### config.mk
export PLATFORM = sky130hd
export DESIGN_NAME = opp_port
export DESIGN_NICKNAME = d
export VERILOG_FILES = /design/src/rtl/opp_pkg.sv /design/src/rtl/opp_cmd_decode.sv /design/src/rtl/opp_latch.sv /design/src/rtl/opp_cfg_reg.sv /design/src/rtl/opp_pin_mux.sv /design/src/rtl/opp_port.sv
export SDC_FILE = /design/constraint.sdc
export NUM_CORES = 1
export LEC_CHECK = 0
export BUFFER_PORTS_ARGS = -buffer_cell sky130_fd_sc_hd__clkbuf_2
export CAP_MARGIN = 5
export CELL_PAD_IN_SITES_DETAIL_PLACEMENT = 0
export CELL_PAD_IN_SITES_GLOBAL_PLACEMENT = 1
export CORE_MARGIN = 4
export CORE_UTILIZATION = 35
export CTS_BUF_LIST = sky130_fd_sc_hd__clkbuf_8 sky130_fd_sc_hd__clkbuf_16
export CTS_CLUSTER_DIAMETER = 120
export DETAILED_ROUTE_END_ITERATION = 10
export PLACE_DENSITY = 0.89
export SETUP_SLACK_MARGIN = 0.02
export SYNTH_ARGS = -nofsm -noshare
export SYNTH_HDL_FRONTEND = slang
export SYNTH_SLANG_ARGS = --single-unit
### constraint.sdc
create_clock -name clk -period 1.76 [get_ports clk]
set_clock_uncertainty 0.15 [all_clocks]
set_input_delay 0.528 -clock clk [delete_from_list [all_inputs] [get_ports clk]]
set_output_delay 0.528 -clock clk [all_outputs]
set_load 0.01 [all_outputs]
### src/rtl/opp_pkg.sv
package opp_pkg;

    typedef enum logic [1:0] {
        CMD_IDLE = 2'd0,
        CMD_SET  = 2'd1,
        CMD_CLR  = 2'd2,
        CMD_CFG  = 2'd3
    } opp_cmd_e;

endpackage

### src/rtl/opp_cmd_decode.sv
module opp_cmd_decode
    import opp_pkg::*;
#(
    parameter int               ADDR_W   = 4,
    parameter logic [ADDR_W-1:0] ADDR_SET = 'hE,
    parameter logic [ADDR_W-1:0] ADDR_CLR = 'hF,
    parameter logic [ADDR_W-1:0] ADDR_CFG = 'hD
) (
    input  logic              wr_stb,
    input  logic [ADDR_W-1:0] wr_addr,
    output opp_cmd_e          cmd
);

    // Classify one bus write; unmapped addresses fall to CMD_IDLE
    always_comb begin
        cmd = CMD_IDLE;
        if (wr_stb) begin
            if (wr_addr == ADDR_SET)      cmd = CMD_SET;
            else if (wr_addr == ADDR_CLR) cmd = CMD_CLR;
            else if (wr_addr == ADDR_CFG) cmd = CMD_CFG;
        end
    end

endmodule

### src/rtl/opp_latch.sv
module opp_latch
    import opp_pkg::*;
#(
    parameter int PORT_W = 8
) (
    input  logic              clk,
    input  logic              rst_n,
    input  opp_cmd_e          cmd,
    input  logic [PORT_W-1:0] mask,
    output logic [PORT_W-1:0] q
);

    logic [PORT_W-1:0] q_nxt;

    // Masked update: ones in the mask act, zeros keep
    always_comb begin
        q_nxt = q;
        unique case (cmd)
            CMD_SET:  q_nxt = q | mask;
            CMD_CLR:  q_nxt = q & ~mask;
            CMD_CFG,
            CMD_IDLE: q_nxt = q;
        endcase
    end

    always_ff @(posedge clk or negedge rst_n) begin
        if (!rst_n) q <= '0;
        else        q <= q_nxt;
    end

endmodule

### src/rtl/opp_cfg_reg.sv
module opp_cfg_reg
    import opp_pkg::*;
#(
    parameter int CFG_W = 6
) (
    input  logic             clk,
    input  logic             rst_n,
    input  opp_cmd_e         cmd,
    input  logic [CFG_W-1:0] din,
    output logic [CFG_W-1:0] q
);

    always_ff @(posedge clk or negedge rst_n) begin
        if (!rst_n)              q <= '0;
        else if (cmd == CMD_CFG) q <= din;
    end

endmodule

### src/rtl/opp_pin_mux.sv
module opp_pin_mux #(
    parameter int PORT_W = 8
) (
    input  logic [PORT_W-1:0] latch_q,
    input  logic [PORT_W-1:0] sel,
    input  logic [PORT_W-1:0] alt,
    output logic [PORT_W-1:0] pins
);

    // One selector per pin; latch path is inverted
    for (genvar k = 0; k < PORT_W; k++) begin : g_pin
        assign pins[k] = sel[k] ? alt[k] : ~latch_q[k];
    end

endmodule

### src/rtl/opp_port.sv
module opp_port
    import opp_pkg::*;
#(
    parameter int                ADDR_W   = 4,
    parameter int                PORT_W   = 8,
    parameter int                LOW_N    = 2,
    parameter logic [ADDR_W-1:0] ADDR_SET = 'hE,
    parameter logic [ADDR_W-1:0] ADDR_CLR = 'hF,
    parameter logic [ADDR_W-1:0] ADDR_CFG = 'hD
) (
    input  logic              clk,
    input  logic              rst_n,
    input  logic              wr_stb,
    input  logic [ADDR_W-1:0] wr_addr,
    input  logic [PORT_W-1:0] wr_data,
    input  logic [PORT_W-1:0] alt_src,
    input  logic [LOW_N-1:0]  low_sel,
    output logic [PORT_W-1:0] port_pins
);

    localparam int CFG_W = PORT_W - LOW_N;

    opp_cmd_e          cmd;
    logic [PORT_W-1:0] latch_q;
    logic [CFG_W-1:0]  cfg_q;
    logic [PORT_W-1:0] pin_sel;

    opp_cmd_decode #(
        .ADDR_W  (ADDR_W),
        .ADDR_SET(ADDR_SET),
        .ADDR_CLR(ADDR_CLR),
        .ADDR_CFG(ADDR_CFG)
    ) u_dec (
        .wr_stb (wr_stb),
        .wr_addr(wr_addr),
        .cmd    (cmd)
    );

    opp_latch #(.PORT_W(PORT_W)) u_latch (
        .clk  (clk),
        .rst_n(rst_n),
        .cmd  (cmd),
        .mask (wr_data),
        .q    (latch_q)
    );

    opp_cfg_reg #(.CFG_W(CFG_W)) u_cfg (
        .clk  (clk),
        .rst_n(rst_n),
        .cmd  (cmd),
        .din  (wr_data[PORT_W-1:LOW_N]),
        .q    (cfg_q)
    );

    // Low pins are steered by external mode logic, upper by cfg
    assign pin_sel = {cfg_q, low_sel};

    opp_pin_mux #(.PORT_W(PORT_W)) u_mux (
        .latch_q(latch_q),
        .sel    (pin_sel),
        .alt    (alt_src),
        .pins   (port_pins)
    );

endmodule

==> results.sh, run 1 <==
export IMPL_fmax_ghz=0.6052
export IMPL_cts_hold_buffers_added=0
export IMPL_postCtsSetupBuffers=0
export IMPL_tritoncts="yes"
export IMPL_cts_buffers=3
export IMPL_leakagePower_nw=0.5724
export IMPL_worst_path_stages=2
export IMPL_slew_violations=0
export IMPL_drc=0
export IMPL_drv_cap=0
export IMPL_antenna_found_initial=0
export IMPL_syn_nets=97
export IMPL_fp_dieH_um=53.62
export IMPL_synth_top_flop_cell="dfrtp_1"
export IMPL_synthesis_instances=70
export IMPL_clkSinkCount=14
export IMPL_hold_viol_final=0
export IMPL_finalSetupViolations=0
export IMPL_gr_usage_met1_pct=12.28
export IMPL_slowest_delay_ns=0.39
export IMPL_power_uw=739.5
export IMPL_n_fill_cell=208
export IMPL_cp_top_family="flip-flops"
export IMPL_hp_class="primary input to asynchronous set/reset pin"
export IMPL_crit_slowest_cell="dfrtp_1"
export IMPL_core_region_area_mm2=0.001962
export IMPL_clock_tree_buffer_depth=2
export IMPL_r2r_cells=1
export IMPL_rsz0062_at_grt="false"
export IMPL_wl_per_cell_um=10.82
export IMPL_top_usage_layer="met2"
export IMPL_ant_nets=0
export IMPL_crit_required_ns=1.08
export IMPL_synth_enable_flop_cells=0
export IMPL_ys_ff_latch=14
export IMPL_max_slew_worst_pin_slew_ns=0.3464
export IMPL_portBuffers=32
export IMPL_start_kind="flip-flop"
export IMPL_crit_arrival_ns=0.97
export IMPL_fin_cells=131
export IMPL_wirelength_um=1417
export IMPL_finalSetupTns_ns=0
export IMPL_grt_pass1_vias=556
export IMPL_multi_input_area_um2=325.3
export IMPL_netlist_area_um2=728.2
export IMPL_cts_resized=0
export IMPL_crit_path_max_fanout=3
export IMPL_gr_usage_met2_pct=19.39
export IMPL_gp_congestion=0.6925
export IMPL_area_delta_synth_final_pct=32.47
export IMPL_dp_cells=128
export IMPL_htreeDepth=1
export IMPL_min_period_ns=1.652
export IMPL_start_util_pct=37.12
export IMPL_async_flop_share_pct=100.0
export IMPL_end_kind="output port"
export IMPL_register_area_um2=350.3
export IMPL_ys_warn_count=0
export IMPL_rows=16
export IMPL_die_w_um=53.62
export IMPL_powerDensity_mw_per_mm2=766.6
export IMPL_grt_ovfl_total=0
export IMPL_hpwl_um=1182
export IMPL_crit_type="flip-flop to output port"
export IMPL_diodes=0
export IMPL_drive_above_1_share_pct=40.38
export IMPL_crit_buf_inv=1
export IMPL_num_vias=588
export IMPL_ys_types=14
export IMPL_grt_first_pass_wirelength_um=2283
export IMPL_die_area_mm2=0.002875
export IMPL_drt_iter0_markers=3
export IMPL_utilization_pct=49.17
export IMPL_yosysSeqAreaShare_pct=48.11
export IMPL_track_usage_pct=10.98
export IMPL_slew_headroom_pct=76.91
export IMPL_nets=133
export IMPL_routed_via_density=4.489
export IMPL_postSynthAreaPerCell_um2=10.40
export IMPL_clkTransAtPathRegs_ns=0.06
export IMPL_ir_drop_uv=396.4
export IMPL_status="finished clean"
export IMPL_finalCritPeriodShare_pct=93.88
export IMPL_cp_cell_sequence="o21ai_0 > clkbuf_2"
export IMPL_clk_latency_ns=0.24
export IMPL_grtUsageMet3_pct=2.770
export IMPL_cts_root_buf="clkbuf_8"
export IMPL_grt_max_degree=15
export IMPL_dr_pass1_iters=4
export IMPL_pin_count=33
[cell families (layout without fill, tap and decap cells)]
logic type                 Yosys count  count (layout)  synth area share, %
xor gates and xnor gates             1               1                1.203
buffers and inverters               11              45                7.216
muxes                               14              14                23.37
DFF                                 14              14                48.11
adders and majority gates            2               2                3.436
AOI/OAI and AO/OA                    8               8                5.499
and+or+nand+nor                     20              20                11.17
[per-stage QoR]
stage	setup slack, ns	area [µm²]	hold slack, ns
4_1_cts	0.1216	964.7	0.04895
5_1_grt	0.03767	964.7	0.05817
2_1_floorplan	0.07420	728.2	0.08241
3_5_place_dp	-0.1202	923.4	0.3020
6_report	0.1077	964.7	0.03495
3_3_place_gp	-0.08193	923.4	0.2975
[Yosys cell counts (2+ instances only)]
cell type	n	area, µm²
nand2_1	16	60.06
dfrtp_1	14	350.3
inv_1	9	33.78
mux2i_1	8	80.08
o21ai_0	8	40.04
mux2_4	6	90.09
ha_1	2	25.02
[power by group]
| group | internal, mW | switching [mW] | leakage, nW |
|---|---|---|---|
| logic | 0.0674 | 0.0574 | 0.397 |
| clock network | 0.151 | 0.0992 | 0.0216 |
| registers | 0.349 | 0.0160 | 0.154 |
| total | 0.567 | 0.173 | 0.572 |
[final timing paths]
kind,startpoint,to,slack (ns)
worst min-delay path,rst_n,asynchronous set/reset pin,0.03
min in group clk,flip-flop,flip-flop,0.37
worst min register to register,flip-flop,flip-flop,0.37
worst max register to register,u_cfg.q[0],u_cfg.q[0],0.84
worst max-delay path,u_cfg.q[0],port_pins[2],0.11
max in group asynchronous,rst_n,u_cfg.q[3],1.17
[cells in the final DEF (no fill, tap or decap)]
| cell type | n |
|---|---|
| nor2b_1 | 1 |
| xor2_1 | 1 |
| clkbuf_8 | 3 |
| clkbuf_2 | 32 |
| nor2_1 | 1 |
| nand3_1 | 1 |
| ha_1 | 2 |
| mux2i_1 | 8 |
| mux2_4 | 6 |
| dfrtp_1 | 14 |
| nand2b_1 | 1 |
| inv_1 | 9 |
| nand2_1 | 16 |
| o21ai_0 | 8 |
| buf_12 | 1 |
[metal layers]
metal | vias up | part of all wire (%)
li1 | 296 | -
met1 | 269 | 36
met2 | 21 | 55
met3 | 2 | 8.0
met4 | 0 | 1.3
met5 | - | 0
[cell type report]
cell class | instances | area share (%)
tap | 27 | 3.502
inverter | 9 | 3.502
multi-input combinational | 45 | 33.72
clock buffer | 3 | 4.280
timing repair buffer | 33 | 18.68
sequential | 14 | 36.32
(Power assumes the default switching activity.)
==> run 2: changes to the inputs <==
--- a/config.mk
+++ b/config.mk
@@ -14,6 +14,7 @@
 export CTS_BUF_LIST = sky130_fd_sc_hd__clkbuf_8 sky130_fd_sc_hd__clkbuf_16
 export CTS_CLUSTER_DIAMETER = 120
 export DETAILED_ROUTE_END_ITERATION = 10
+export GPL_ROUTABILITY_DRIVEN = 1
 export PLACE_DENSITY = 0.89
 export SETUP_SLACK_MARGIN = 0.02
 export SYNTH_ARGS = -nofsm -noshare
==> constraint.sdc (replaced) <==
create_clock -name clk -period 1.76 [get_ports clk]
set_clock_uncertainty 0.15 [all_clocks]
set_input_delay 0.528 -clock clk [delete_from_list [all_inputs] [get_ports clk]]
set_output_delay 0.528 -clock clk [all_outputs]
set_load 0.1 [all_outputs]
==> run 2 against run 1 <==
Maximum frequency is 3.2% lower. Critical endpoint is now port_pins[4]. Setup slack got worse by 0.054 ns. First-iteration DRC count down 33%. Largest cell class is now multi-input gates. Clock power rose by 5%. Hold slack got worse by 0.0094 ns. Total power increased by 36%. Count of clock-buffer cells in the layout is the same. Critical path type unchanged.
==> results.sh, run 2 (synthesis results as in run 1) <==
export IMPL_diodes=0
export IMPL_crit_required_ns=1.08
export IMPL_fin_cells=136
export IMPL_portBuffers=32
export IMPL_grt_ovfl_total=0
export IMPL_start_util_pct=37.12
export IMPL_leakagePower_nw=0.6530
export IMPL_crit_path_max_fanout=3
export IMPL_cts_buffers=3
export IMPL_dr_pass1_iters=3
export IMPL_fmax_ghz=0.5860
export IMPL_htreeDepth=1
export IMPL_rows=16
export IMPL_rsz0062_at_grt="false"
export IMPL_slew_violations=0
export IMPL_powerDensity_mw_per_mm2=827.8
export IMPL_grt_max_degree=15
export IMPL_clk_latency_ns=0.24
export IMPL_finalSetupViolations=0
export IMPL_min_period_ns=1.706
export IMPL_die_w_um=53.62
export IMPL_cp_cell_sequence="nand2_1 > o21ai_4 > buf_12"
export IMPL_slowest_delay_ns=0.41
export IMPL_slew_headroom_pct=77.02
export IMPL_hpwl_um=1244
export IMPL_end_kind="output port"
export IMPL_final_common_cell="clkbuf_2"
export IMPL_crit_slowest_cell="dfrtp_1"
export IMPL_track_usage_pct=12.43
export IMPL_finalCritPeriodShare_pct=96.96
export IMPL_dp_cells=130
export IMPL_num_vias=594
export IMPL_pin_count=33
export IMPL_tritoncts="yes"
export IMPL_antenna_found_initial=0
export IMPL_hold_viol_final=0
export IMPL_r2r_cells=2
export IMPL_crit_arrival_ns=1.03
export IMPL_wl_per_cell_um=11.15
export IMPL_drive_above_1_share_pct=56.88
export IMPL_clkSinkCount=14
export IMPL_grt_pass1_vias=592
export IMPL_hp_class="primary input to asynchronous set/reset pin"
export IMPL_ir_drop_uv=524.8
export IMPL_core_region_area_mm2=0.001962
export IMPL_drt_iter0_markers=2
export IMPL_crit_end="port_pins[4]"
export IMPL_r2r_slack_ns=0.67
export IMPL_crit_start="u_cfg.q[2]"
export IMPL_ant_nets=0
export IMPL_clkTransAtPathRegs_ns=0.05
export IMPL_timing_rr_start="u_cfg.q[4]"
export IMPL_start_kind="flip-flop"
export IMPL_area_delta_synth_final_pct=66.84
export IMPL_gp_congestion=0.6595
export IMPL_final_cell_mix="clkbuf_2 (24), dfrtp_1 (12), nand2_1 (11), inv_1 (9)"
export IMPL_r2r_end="u_cfg.q[4]"
export IMPL_drv_cap=0
export IMPL_wirelength_um=1517
export IMPL_cts_hold_buffers_added=0
export IMPL_crit_type="flip-flop to output port"
export IMPL_n_fill_cell=177
export IMPL_power_mw=1.006
export IMPL_grt_first_pass_wirelength_um=2463
export IMPL_clock_tree_buffer_depth=2
export IMPL_die_area_mm2=0.002875
export IMPL_fp_dieH_um=53.62
export IMPL_status="finished clean"
export IMPL_nets=138
export IMPL_max_slew_worst_pin_slew_ns=0.3447
export IMPL_cts_root_buf="clkbuf_8"
export IMPL_drc=0
export IMPL_routed_via_density=4.368
run 2: worst min-delay path by stage:
stage	from	to	slack (ns)	cells after the start
final	rst_n	asynchronous set/reset pin	0.03	1
after CTS	rst_n	asynchronous set/reset pin	0.03	1
after detailed placement	rst_n	u_cfg.q[5]	0.30	1
after global placement	rst_n	u_cfg.q[5]	0.29	1
after floorplan	rst_n	asynchronous set/reset pin	0.08	0
after global routing	rst_n	asynchronous set/reset pin	0.04	1
run 2: metrics by stage:
stage	cell area, µm²	util, %	hold slack (ns)	worst slack (ns)	setup TNS (ns)
2_1_floorplan	818.3	-	0.08241	0.02338	0
3_3_place_gp	1136	57.91	0.2922	-0.1076	-1.175
3_5_place_dp	1136	57.91	0.2967	-0.1396	-1.453
4_1_cts	1177	60.01	0.02865	0.02675	0
5_1_grt	1215	61.93	0.04305	0.01210	0
6_report	1215	61.93	0.02559	0.05354	0
run 2: critical path, delay by kind of cell, from the launching register on:
kind                   cells  cell delay [ns]
AO/OA/AOI/OAI              1             0.08
AND/OR/NAND/NOR            1             0.11
flip-flops                 1             0.41
buffers and inverters      1             0.19
run 2: repair_timing:
item	CTS	global route
setup buffers	0	3
setup endpoints to repair	0	6
resized for setup	0	7
run 2: layout make-up:
cell class                      count  area, µm²  area share [%]
Inverter                            9      33.78           2.781
Clock buffer                        3      41.29           3.399
Sequential cell                    14      352.8           29.04
Timing Repair Buffer               38      325.3           26.78
Tap cell                           27      33.78           2.781
Multi-Input combinational cell     45      427.9           35.22
run 2: power by group:
group	internal [mW]	switching, mW
combinational	0.153	0.209
clock	0.152	0.110
sequential	0.350	0.0327
run 2: per-layer routing:
metal / up-vias / share of wire, % / global-route usage, %
met5: - / 0 / 0
met4: 0 / 2.2 / 6.383
met3: 3 / 11 / 4.709
met2: 26 / 46 / 19.80
met1: 261 / 40 / 14.51
li1: 304 / - / -
